==> src/rtl/attr_reg_pkg.sv <==
package attr_reg_pkg;
    typedef enum logic [1:0] {
        OUT_DONE  = 2'd0,
        OUT_TRAP  = 2'd1,
        OUT_UNDEF = 2'd2
    } outcome_e;

    typedef enum logic [1:0] {
        LVL_EL0 = 2'd0,
        LVL_EL1 = 2'd1,
        LVL_EL2 = 2'd2,
        LVL_EL3 = 2'd3
    } level_e;

    typedef enum logic {
        ST_IDLE = 1'b0,
        ST_RESP = 1'b1
    } state_e;

    localparam int NUM_BANKS  = 2;
    localparam int BANK_SEL_W = $clog2(NUM_BANKS);
    localparam logic [BANK_SEL_W-1:0] BANK_SEC  = BANK_SEL_W'(0);
    localparam logic [BANK_SEL_W-1:0] BANK_NSEC = BANK_SEL_W'(1);

    typedef struct packed {
        logic   write;
        level_e lvl;
        logic   feat;
        logic   hyp_en;
        logic   trap_grp;
        logic   trap_vm_rd;
        logic   trap_vm_wr;
        logic   nonsec;
        logic   lock_a;
        logic   lock_b;
    } ctx_t;
endpackage

==> src/rtl/attr_enc_match.sv <==
module attr_enc_match #(
    parameter logic [3:0] MATCH_CP   = 4'd15,
    parameter logic [2:0] MATCH_OPC1 = 3'd0,
    parameter logic [3:0] MATCH_CRN  = 4'd10,
    parameter logic [3:0] MATCH_CRM  = 4'd2,
    parameter logic [2:0] MATCH_OPC2 = 3'd1
) (
    input  logic [3:0] coproc,
    input  logic [2:0] opc1,
    input  logic [3:0] crn,
    input  logic [3:0] crm,
    input  logic [2:0] opc2,
    output logic       hit
);
    assign hit = (coproc == MATCH_CP) && (opc1 == MATCH_OPC1) &&
                 (crn == MATCH_CRN) && (crm == MATCH_CRM) && (opc2 == MATCH_OPC2);
endmodule

==> src/rtl/attr_access_judge.sv <==
module attr_access_judge
    import attr_reg_pkg::*;
(
    input  ctx_t                  ctx,
    output outcome_e              verdict,
    output logic [BANK_SEL_W-1:0] bank_sel
);
    always_comb begin
        verdict  = OUT_DONE;
        bank_sel = BANK_NSEC;
        if (!ctx.feat) begin
            verdict = OUT_UNDEF;
        end else begin
            unique case (ctx.lvl)
                LVL_EL0: verdict = OUT_UNDEF;
                LVL_EL1: begin
                    if (ctx.hyp_en && ctx.trap_grp)
                        verdict = OUT_TRAP;
                    else if (ctx.hyp_en && (ctx.write ? ctx.trap_vm_wr : ctx.trap_vm_rd))
                        verdict = OUT_TRAP;
                end
                LVL_EL2: verdict = OUT_DONE;
                LVL_EL3: begin
                    bank_sel = ctx.nonsec ? BANK_NSEC : BANK_SEC;
                    if (ctx.write && !ctx.nonsec && (ctx.lock_a || ctx.lock_b))
                        verdict = OUT_UNDEF;
                end
            endcase
        end
    end
endmodule

==> src/rtl/attr_bank_store.sv <==
module attr_bank_store
    import attr_reg_pkg::*;
#(
    parameter int DATA_W = 32
) (
    input  logic                          clk,
    input  logic                          rst_n,
    input  logic                          wr_en,
    input  logic [BANK_SEL_W-1:0]         wr_sel,
    input  logic [DATA_W-1:0]             wr_data,
    input  logic [BANK_SEL_W-1:0]         rd_sel,
    output logic [DATA_W-1:0]             rd_data,
    output logic [NUM_BANKS*DATA_W-1:0]   banks_flat
);
    logic [DATA_W-1:0] bank_q [NUM_BANKS];

    for (genvar g = 0; g < NUM_BANKS; g++) begin : g_bank
        always_ff @(posedge clk) begin
            if (!rst_n)
                bank_q[g] <= '0;
            else if (wr_en && (wr_sel == BANK_SEL_W'(g)))
                bank_q[g] <= wr_data;
        end
        assign banks_flat[g*DATA_W +: DATA_W] = bank_q[g];
    end

    assign rd_data = bank_q[rd_sel];
endmodule

==> src/rtl/attr_reg_gate.sv <==
module attr_reg_gate
    import attr_reg_pkg::*;
#(
    parameter int         DATA_W    = 32,
    parameter int         SYND_W    = 8,
    parameter logic [7:0] SYND_CODE = 8'h03
) (
    input  logic              clk,
    input  logic              rst_n,
    input  logic              req_valid,
    input  logic              req_write,
    input  logic [3:0]        req_coproc,
    input  logic [2:0]        req_opc1,
    input  logic [3:0]        req_crn,
    input  logic [3:0]        req_crm,
    input  logic [2:0]        req_opc2,
    input  logic [DATA_W-1:0] req_wdata,
    input  logic              feat_present,
    input  logic [1:0]        cur_level,
    input  logic              hyp_enable,
    input  logic              trap_crn10,
    input  logic              trap_vm_read,
    input  logic              trap_vm_write,
    input  logic              nonsecure,
    input  logic              sec_lock_a,
    input  logic              sec_lock_b,
    output logic              rsp_valid,
    output logic [1:0]        rsp_outcome,
    output logic [SYND_W-1:0] rsp_syndrome,
    output logic [DATA_W-1:0] rsp_rdata
);
    logic                        hit;
    logic                        accept;
    state_e                      state_q, state_d;
    ctx_t                        ctx_q;
    logic [DATA_W-1:0]           wdata_q;
    outcome_e                    verdict;
    logic [BANK_SEL_W-1:0]       bank_sel;
    logic                        commit;
    logic [DATA_W-1:0]           bank_rd;
    logic [NUM_BANKS*DATA_W-1:0] banks_flat;

    attr_enc_match u_match (
        .coproc (req_coproc),
        .opc1   (req_opc1),
        .crn    (req_crn),
        .crm    (req_crm),
        .opc2   (req_opc2),
        .hit    (hit)
    );

    assign accept = req_valid && hit;

    // state register and request capture
    always_ff @(posedge clk) begin
        if (!rst_n) begin
            state_q <= ST_IDLE;
            ctx_q   <= '0;
            wdata_q <= '0;
        end else begin
            state_q <= state_d;
            if (accept) begin
                ctx_q <= '{write: req_write, lvl: level_e'(cur_level), feat: feat_present,
                           hyp_en: hyp_enable, trap_grp: trap_crn10, trap_vm_rd: trap_vm_read,
                           trap_vm_wr: trap_vm_write, nonsec: nonsecure,
                           lock_a: sec_lock_a, lock_b: sec_lock_b};
                wdata_q <= req_wdata;
            end
        end
    end

    always_comb begin
        unique case (state_q)
            ST_IDLE: state_d = accept ? ST_RESP : ST_IDLE;
            ST_RESP: state_d = accept ? ST_RESP : ST_IDLE;
        endcase
    end

    attr_access_judge u_judge (
        .ctx      (ctx_q),
        .verdict  (verdict),
        .bank_sel (bank_sel)
    );

    assign commit = (state_q == ST_RESP) && (verdict == OUT_DONE) && ctx_q.write;

    attr_bank_store #(.DATA_W(DATA_W)) u_store (
        .clk        (clk),
        .rst_n      (rst_n),
        .wr_en      (commit),
        .wr_sel     (bank_sel),
        .wr_data    (wdata_q),
        .rd_sel     (bank_sel),
        .rd_data    (bank_rd),
        .banks_flat (banks_flat)
    );

    // response outputs
    always_comb begin
        rsp_valid    = 1'b0;
        rsp_outcome  = OUT_DONE;
        rsp_syndrome = '0;
        rsp_rdata    = '0;
        unique case (state_q)
            ST_IDLE: ;
            ST_RESP: begin
                rsp_valid    = 1'b1;
                rsp_outcome  = verdict;
                rsp_syndrome = (verdict == OUT_TRAP) ? SYND_W'(SYND_CODE) : '0;
                rsp_rdata    = (verdict == OUT_DONE && !ctx_q.write) ? bank_rd : '0;
            end
        endcase
    end
endmodule

==> config.mk <==
export PLATFORM = sky130hd
export DESIGN_NAME = attr_reg_gate
export DESIGN_NICKNAME = d
export VERILOG_FILES = /design/src/rtl/attr_reg_pkg.sv /design/src/rtl/attr_enc_match.sv /design/src/rtl/attr_access_judge.sv /design/src/rtl/attr_bank_store.sv /design/src/rtl/attr_reg_gate.sv
export SDC_FILE = /design/constraint.sdc
export NUM_CORES = 1
export LEC_CHECK = 0
export BUFFER_PORTS_ARGS = -buffer_cell sky130_fd_sc_hd__buf_4
export CORE_AREA = 10 10 118 99
export DETAILED_ROUTE_END_ITERATION = 12
export DIE_AREA = 0 0 128 109
export MAX_ROUTING_LAYER = met4
export PLACE_DENSITY = 0.9
export SETUP_SLACK_MARGIN = 0.3
export SLEW_MARGIN = 20
export SYNTH_ARGS = -nofsm -noshare
export SYNTH_HDL_FRONTEND = slang
export SYNTH_SLANG_ARGS = --single-unit
==> constraint.sdc <==
create_clock -name clk -period 5.65 [get_ports clk]
set_clock_uncertainty 0.1 [all_clocks]
set_input_delay 0.565 -clock clk [delete_from_list [all_inputs] [get_ports clk]]
set_output_delay 0.565 -clock clk [all_outputs]
set_load 0.005 [all_outputs]
Yosys cells after proc, flatten, opt, wreduce, memory -nomap -nowiden
Memories as Yosys holds them, arrays and structs flattened.
Index checks and enable logic that the tools add are counted.
{ "totals": {"regBits": 44, "latch_bits": 0, "mem_bits_rw": 64, "rom_bits": 0, "in_bits": 64, "mem_count": 1} }
{ "classes": {"n_addsub": 0, "n_mul": 0, "div_mod_pow": 0, "n_lt_le_gt_ge": 0, "n_eq_ne": 8, "shifts": 0, "mux": 25, "bitwise_logic": 3, "reduce_logical": 20} }
{ "memory_table": {"columns": ["name", "words", "word_bits", "read_ports", "rd_clocked_by_memory_dff", "write_ports", "line_no", "text"], "rows": [
  ["u_store.bank_q", 2, 32, 1, 0, 2, "attr_bank_store.sv:15", "logic [DATA_W-1:0] bank_q [NUM_BANKS];"]
]} }
{ "op_table": {"columns": ["operator", "count"], "rows": [
  ["32-bit 2-to-1 mux", 4],
  ["1-bit logical AND", 14],
  ["1-bit 2-to-1 mux", 14],
  ["2-bit 2-to-1 mux", 6],
  ["4-bit equality test, second input constant", 2],
  ["2-bit case mux with 4 select lines", 1],
  ["2-bit by 1-bit equality test with 1-bit output, second input constant", 2],
  ["2-bit equality test, second input constant", 2],
  ["4-bit by 2-bit equality test with 1-bit output, second input constant", 1],
  ["2-bit zero test", 2],
  ["3-bit by 1-bit equality test with 1-bit output, second input constant", 1],
  ["3-bit zero test", 1],
  ["1-bit zero test", 2],
  ["1-bit bitwise OR", 2],
  ["1-bit logical OR", 1],
  ["1-bit NOT", 1]
]} }

Depth between registers and ports, before layout
Gate-level depths: netlist (run 1).
{ "logic_depth": {"word_depth": 14, "ltp_mapped": 6, "depth_no_buf": 4} }

By module
Synthesis (run 1) repeated with hierarchy kept, for this count alone.
{ "unflattened": {"cells_unflattened": 475, "area_unflattened_um2": 5032.3} }
{ "by_module_without_submodules": {"columns": ["module", "instances", "cells_per_inst", "area_per_inst_um2"], "rows": [
  ["attr_bank_store", 1, 212, 2907.8],
  ["attr_reg_gate", 1, 248, 2003.2],
  ["attr_enc_match", 1, 7, 63.8],
  ["attr_access_judge", 1, 8, 57.6]
]} }

Worst setup path after synthesis (run 1)
OpenSTA, ideal clock, no wires.
{ "synth_path": {"path_kind": "register to register", "start": "register ctx_q[10] (netlist name)", "end": "memory u_store.bank_q[0][0] (enable)", "setup_ns": 0.466, "t_arrival_ns": 3.350, "required_time_ns": 5.084, "path_slack_ns": 1.734, "path_stages_with_launch": 6, "synth_period_minus_slack_ns": 3.916, "cell_sequence": "dfxtp_1 > mux2_4 > o21ai_4 > nand3_2 > buf_6 > o21ai_0"} }
{ "synth_rtl": {"columns": ["element", "line_no", "text"], "rows": [
  ["start, declared", "attr_reg_gate.sv:35", "ctx_t ctx_q;"],
  ["start signal, assigned", "attr_reg_gate.sv:63", "ctx_q <= '{write: req_write, lvl: level_e'(cur_level), feat: feat_present,"],
  ["end, declared", "attr_bank_store.sv:15", null]
]} }

==> results of run 1 <==
## sequential cells by signal, summed over array words and instances, names as in the netlist
signal / count
u_store.bank_q: 64
state_q: 1
wdata_q: 32
ctx_q: 11
## power by group through the flow
stage	Sequential [mW]	Combinational (mW)	Clock, mW
2_1_floorplan	0.877	0.0304	0
3_3_place_gp	0.877	0.0667	0
3_5_place_dp	0.878	0.0685	0
4_1_cts	0.861	0.0689	0.620
5_1_grt	0.863	0.0753	0.647
6_report	0.861	0.0682	0.614
## metrics by stage
| step | utilization | instance area (sq um) | power, mW | setup WS, ns | instances |
|---|---|---|---|---|---|
| global placement | 0.608 | 5700 | 0.944 | 2.42 | 656 |
| detailed placement | 0.608 | 5700 | 0.947 | 2.24 | 656 |
| CTS | 0.640 | 6000 | 1.55 | 2.23 | 672 |
| floorplan | - | 5040 | 0.908 | 1.73 | 481 |
| global route | 0.642 | 6020 | 1.58 | 2.00 | 673 |
| finish | 0.642 | 6020 | 1.54 | 2.24 | 673 |
## layer usage
layer  wire, um  global-route usage  part of all wire  up-vias
met3        887              0.0519             0.080       15
met5          0                   -                 0        -
met4        138              0.0433             0.012        0
li1           -                   -                 -     1788
met2       5560               0.265              0.50      126
met1       4490               0.184              0.41     1758
## worst max-delay path: stages, from the launching register on
cell and delay, ns:
dfxtp_1 0.46, o21ai_0 0.20, nor3_1 0.33, nand3_4 0.75
o21ai_4 1.16
## area by class of cell
cell class	instances	area, sq um
clock buffers	11	264
clock inverters	5	31.3
fillers	729	3350
inverters	3	11.3
multi-input cells	324	1970
flip-flops and latches	108	2800
well taps	119	149
repair buffers	103	786
## cells in the final DEF, fill, tap and decap left out, types with 3 or more instances in the layout
master,count
nor2_1,4
nand2_1,128
a21oi_1,43
dfxtp_1,44
conb_1,6
o21ai_0,12
nor3_2,40
mux2i_1,32
o21ai_4,3
inv_1,3
clkbuf_16,10
edfxtp_1,64
buf_4,102
nor3_1,26
nand3_1,12
## cell families (layout without fill, tap and decap cells)
kind of cell | after synthesis | after routing | synth area share
simple gates | 225 | 225 | 0.250
buf+inv | 49 | 122 | 0.0613
mux | 33 | 33 | 0.0668
flops | 108 | 108 | 0.558
other cells | 1 | 6 | 0.000747
compound gates | 60 | 60 | 0.0631
## path summary, 6_finish.rpt
check	start	end	depth (start not counted)
worst max-delay path	ctx_q[8]$_SDFFE_PN0P_	u_store.bank_q[0][23]$_SDFFCE_PN0P_	4
worst min-delay path	req_wdata[25]	wdata_q[25]$_SDFFE_PN0P_	3
worst max register to register	ctx_q[8]$_SDFFE_PN0P_	u_store.bank_q[0][23]$_SDFFCE_PN0P_	4
worst min register to register	ctx_q[2]$_SDFFE_PN0P_	ctx_q[2]$_SDFFE_PN0P_	2
==> reports/results.ini, run 1 <==
[worst_setup_path]
cp.required_ns = 5.51
crit_type = register to register
start_kind = register
r2r_slack_ns = 2.24
cp.arrival_ns = 3.27
crit_fanout = 66
critPathCaptureType = register

[logic_synthesis]
avgSynthCellArea_sq_um = 10.5
syn_inst = 476
yosysMostFrequentCell = nand2_1
synth_cell_type_count = 33
synth_edf_count = 64
ys_seq_area_frac = 0.558
synth_top_area_frac = 0.383
synth_area_leaders = edfxtp_1 38%, dfxtp_1 18%, nand2_1 9.6%
async_flop_share = 0
ys_warn_count = 0
yosys_most_used_dff = edfxtp_1
syn-cell-area_sq_um = 5020
synth_top_cells_by_count = 128 x nand2_1, 64 x edfxtp_1, 44 x dfxtp_1
ys_ff_latch = 108
synth.largest_area_cell = edfxtp_1

[cells_and_area]
syn_to_final_growth_pct = 19.8
drive_gt1_frac = 0.310
n_antenna_cell = 0
fin_nets = 613

[power_and_ir_drop]
pwr-share-seq = 0.558
p_per_area_nw_per_um2 = 256
p_leak_nw = 2.12
p_sw_mw = 0.316
power_frac_comb = 0.044
intPower_mw = 1.23
peakVddDrop_v = 0.000173
p_clk_frac = 0.398
sw_frac_of_total = 0.205

[clock_tree]
numCtsBuffers = 9
cts_buffer_depth = 2
post-cts-setup-buffers = 0
insertion_delay_ns = 0.35
h-tree-depth = 3
clkTransAtPathRegs_ns = 0.07
cts_sinks = 108
cts.repair.resized = 0
cts_tree = built
cts_hold_buf = 0
root_buffer = clkbuf_16

[timing]
hold_violations = 0
whs_ns = 0.371
maxSlewHeadroom = 0.289
fmax_mhz = 294
tightest_slew_ns = 1.06
setup_viol = 0
rsz0062_at_grt = no
fin_setup_tns_ns = 0
fin_crit_ns = 3.41
slew_violations = 0
fin_crit_sh = 0.603

[floorplan]
num_io_pins = 107
rows = 32
start_util = 0.536
core_area_sq_um = 9370
die_y_um = 109
die_area_sq_um = 14000
die_w_um = 128

[detailed_routing]
drcViolationCount = 0
vias_per_cell = 5.48
ant_nets = 0
routed_wirelength_mm = 11.1
drt_iter0_drc = 250
wl_per_cell_um = 16.5
vias = 3687
first_pass_iters = 5

[global_routing]
grt-ovfl-total = 0
grt_pass1_wl_mm = 17.7
antenna_found_initial = 0
grt_pass1_vias = 3712
gr-usage-all-layers = 0.160
grt_max_degree = 68

[placement]
place_hpwl_mm = 7.55
place.gp.congestion = 0.791
io_buffers = 100

[flow_run]
drv_cap = 0

[min_path]
hold_path.class = input port to register

[run_status]
status = complete, no violations

Note: power is estimated with default switching activity, not from simulation.
==> run 2, diff against run 1 <==
--- a/config.mk
+++ b/config.mk
@@ -5,12 +5,13 @@
 export SDC_FILE = /design/constraint.sdc
 export NUM_CORES = 1
 export LEC_CHECK = 0
+export ABC_AREA = 1
 export BUFFER_PORTS_ARGS = -buffer_cell sky130_fd_sc_hd__buf_4
-export CORE_AREA = 10 10 118 99
+export CORE_AREA = 10 10 118 98
 export DETAILED_ROUTE_END_ITERATION = 12
-export DIE_AREA = 0 0 128 109
+export DIE_AREA = 0 0 128 108
 export MAX_ROUTING_LAYER = met4
-export PLACE_DENSITY = 0.9
+export PLACE_DENSITY = 0.89
 export SETUP_SLACK_MARGIN = 0.3
 export SLEW_MARGIN = 20
 export SYNTH_ARGS = -nofsm -noshare
==> constraint.sdc (replaced) <==
create_clock -name clk -period 3.5 [get_ports clk]
set_clock_uncertainty 0.1 [all_clocks]
set_input_delay 0.35 -clock clk [delete_from_list [all_inputs] [get_ports clk]]
set_output_delay 0.35 -clock clk [all_outputs]
set_load 0.005 [all_outputs]
==> reports/results.ini, run 2 <==
[logic_synthesis]
syn_inst = 570
yosys_most_used_dff = edfxtp_1
yosysMostFrequentCell = nor2_1
synth.largest_area_cell = edfxtp_1
synth_area_leaders = edfxtp_1 40%, dfxtp_1 18%, nor2_1 15%
ys_seq_area_frac = 0.576
synth_top_cells_by_count = 189 x nor2_1, 95 x nand2_1, 64 x edfxtp_1
synth_top_area_frac = 0.395
synth_cell_type_count = 26
ys_ff_latch = 108
syn-cell-area_sq_um = 4860
avgSynthCellArea_sq_um = 8.53
async_flop_share = 0
synth_edf_count = 64
ys_warn_count = 0

[timing]
rsz0062_at_grt = no
fin_crit_sh = 0.751
fmax_mhz = 381
tightest_slew_ns = 0.913
maxSlewHeadroom = 0.391
setup_viol = 0
fin_setup_tns_ns = 0
slew_violations = 0
fin_crit_ns = 2.63
hold_violations = 0

[floorplan]
die_w_um = 128
num_io_pins = 107
start_util = 0.519
core_area_sq_um = 9370
die_area_sq_um = 13800
rows = 32
die_y_um = 108

[cells_and_area]
layout_commonest_cell = nor2_1
n_antenna_cell = 0
top_register = u_store.bank_q
largest_register_ffs = 64
reg_top3 = u_store.bank_q: 64 flops, wdata_q: 32 flops, ctx_q: 11 flops
syn_to_final_growth_pct = 21.2
final_cells = 777
fin_nets = 717
drive_gt1_frac = 0.251
final_cell_mix = 189 x nor2_1, 102 x buf_4, 92 x nand2_1

[clock_tree]
cts_tree = built
cts.repair.resized = 0
insertion_delay_ns = 0.34
cts_buffer_depth = 2
cts_hold_buf = 0
root_buffer = clkbuf_16
clkTransAtPathRegs_ns = 0.07
numCtsBuffers = 9
h-tree-depth = 3
post-cts-setup-buffers = 0
cts_sinks = 108

[global_routing]
grt-ovfl-total = 0
grt_pass1_wl_mm = 18.1
grt_use_met1 = 0.197
gr-usage-all-layers = 0.167
met2_usage = 0.276
antenna_found_initial = 0
grt_max_degree = 49
grt_pass1_vias = 3848
top_usage_layer = met2
use_met3 = 0.0514

[flow_run]
drv_cap = 0

[detailed_routing]
drcViolationCount = 0
drt_iter0_drc = 243
ant_nets = 0
vias_per_cell = 4.98
vias = 3869
wl_per_cell_um = 14.8
routed_wirelength_mm = 11.5
first_pass_iters = 5

[placement]
io_buffers = 100
place.gp.congestion = 0.792
place_hpwl_mm = 7.83
placed_cells = 761

[worst_setup_path]
cp.arrival_ns = 2.18
crit_type = register to primary output
crit_fanout = 35
cp_cell_sequence = inv_1 -> nor2_2 -> nand3_2 -> buf_4 -> inv_2 -> buf_4 -> o21ai_0 -> nor2_1 -> buf_4
crit_slowest_cell = dfxtp_1
critPathCaptureType = primary output
cp.required_ns = 3.05
start_kind = register
critical-path-max-stage-delay_ns = 0.31
crit_top_cell = buf_4

[power_and_ir_drop]
peakVddDrop_v = 0.000237
p_leak_nw = 2.54
p_per_area_nw_per_um2 = 426

[min_path]
hold_path.class = input port to register

[run_status]
status = complete, no violations

-- run 2: metrics by stage --
step | util | hold slack (ns) | total power, mW | setup slack (ns) | instance area (sq um)
after floorplan | - | 0.371 | 1.43 | 1.22 | 4880
after global placement | 0.596 | 0.416 | 1.49 | 1.35 | 5580
after detailed placement | 0.596 | 0.420 | 1.49 | 1.27 | 5580
after CTS | 0.629 | 0.0989 | 2.52 | 0.878 | 5900
after global routing | 0.629 | 0.101 | 2.58 | 0.710 | 5900
final | 0.629 | 0.105 | 2.51 | 0.872 | 5900
-- run 2: final timing paths --
check / start / end / slack (ns) / cells past startpoint
hold / removal: req_wdata[19] / wdata_q[19]$_SDFFE_PN0P_ / 0.10 / 3
setup / recovery: ctx_q[9]$_SDFFE_PN0P_ / rsp_rdata[18] / 0.87 / 9
setup reg to reg: ctx_q[9]$_SDFFE_PN0P_ / u_store.bank_q[0][26]$_SDFFCE_PN0P_ / 1.22 / 7
hold reg to reg: ctx_q[6]$_SDFFE_PN0P_ / ctx_q[6]$_SDFFE_PN0P_ / 0.43 / 4
-- run 2: logic make-up (layout without fill, tap and decap cells) --
group / count (synthesis) / count (layout) / share of synthesized area
DFF: 108 / 108 / 0.576
AOI/OAI and AO/OA: 34 / 34 / 0.0357
and+or+nand+nor: 341 / 341 / 0.301
buffers and inverters: 86 / 169 / 0.0859
other: 1 / 6 / 0.000771
-- run 2: worst max-delay path, delay by kind of cell, from the launching register on --
kind / cells / cell delay, ns
and+or+nand+nor: 3 / 0.39
buffers and inverters: 5 / 0.99
AOI/OAI and AO/OA: 1 / 0.14
DFF: 1 / 0.31
-- run 2: layout make-up --
class,instances,area (sq um)
Sequential cell,108,2800
Inverter,51,191
Fill cell,764,3470
Clock inverter,4,53.8
Clock buffer,12,258
Multi-Input combinational cell,381,1680
Tap cell,119,149
Timing Repair Buffer,102,766
-- run 2: report_power, final --
group	internal [mW]	total [mW]	switching (mW)
clock network	0.602	1.05	0.445
registers	1.37	1.37	0.00600
logic	0.0495	0.0926	0.0431
-- run 2: per-layer routing --
layer	share of wire	wire length, um	up-vias
met4	0.014	162	0
met3	0.084	965	18
met2	0.48	5540	154
met1	0.42	4830	1778
met5	0	0	-
li1	-	-	1919
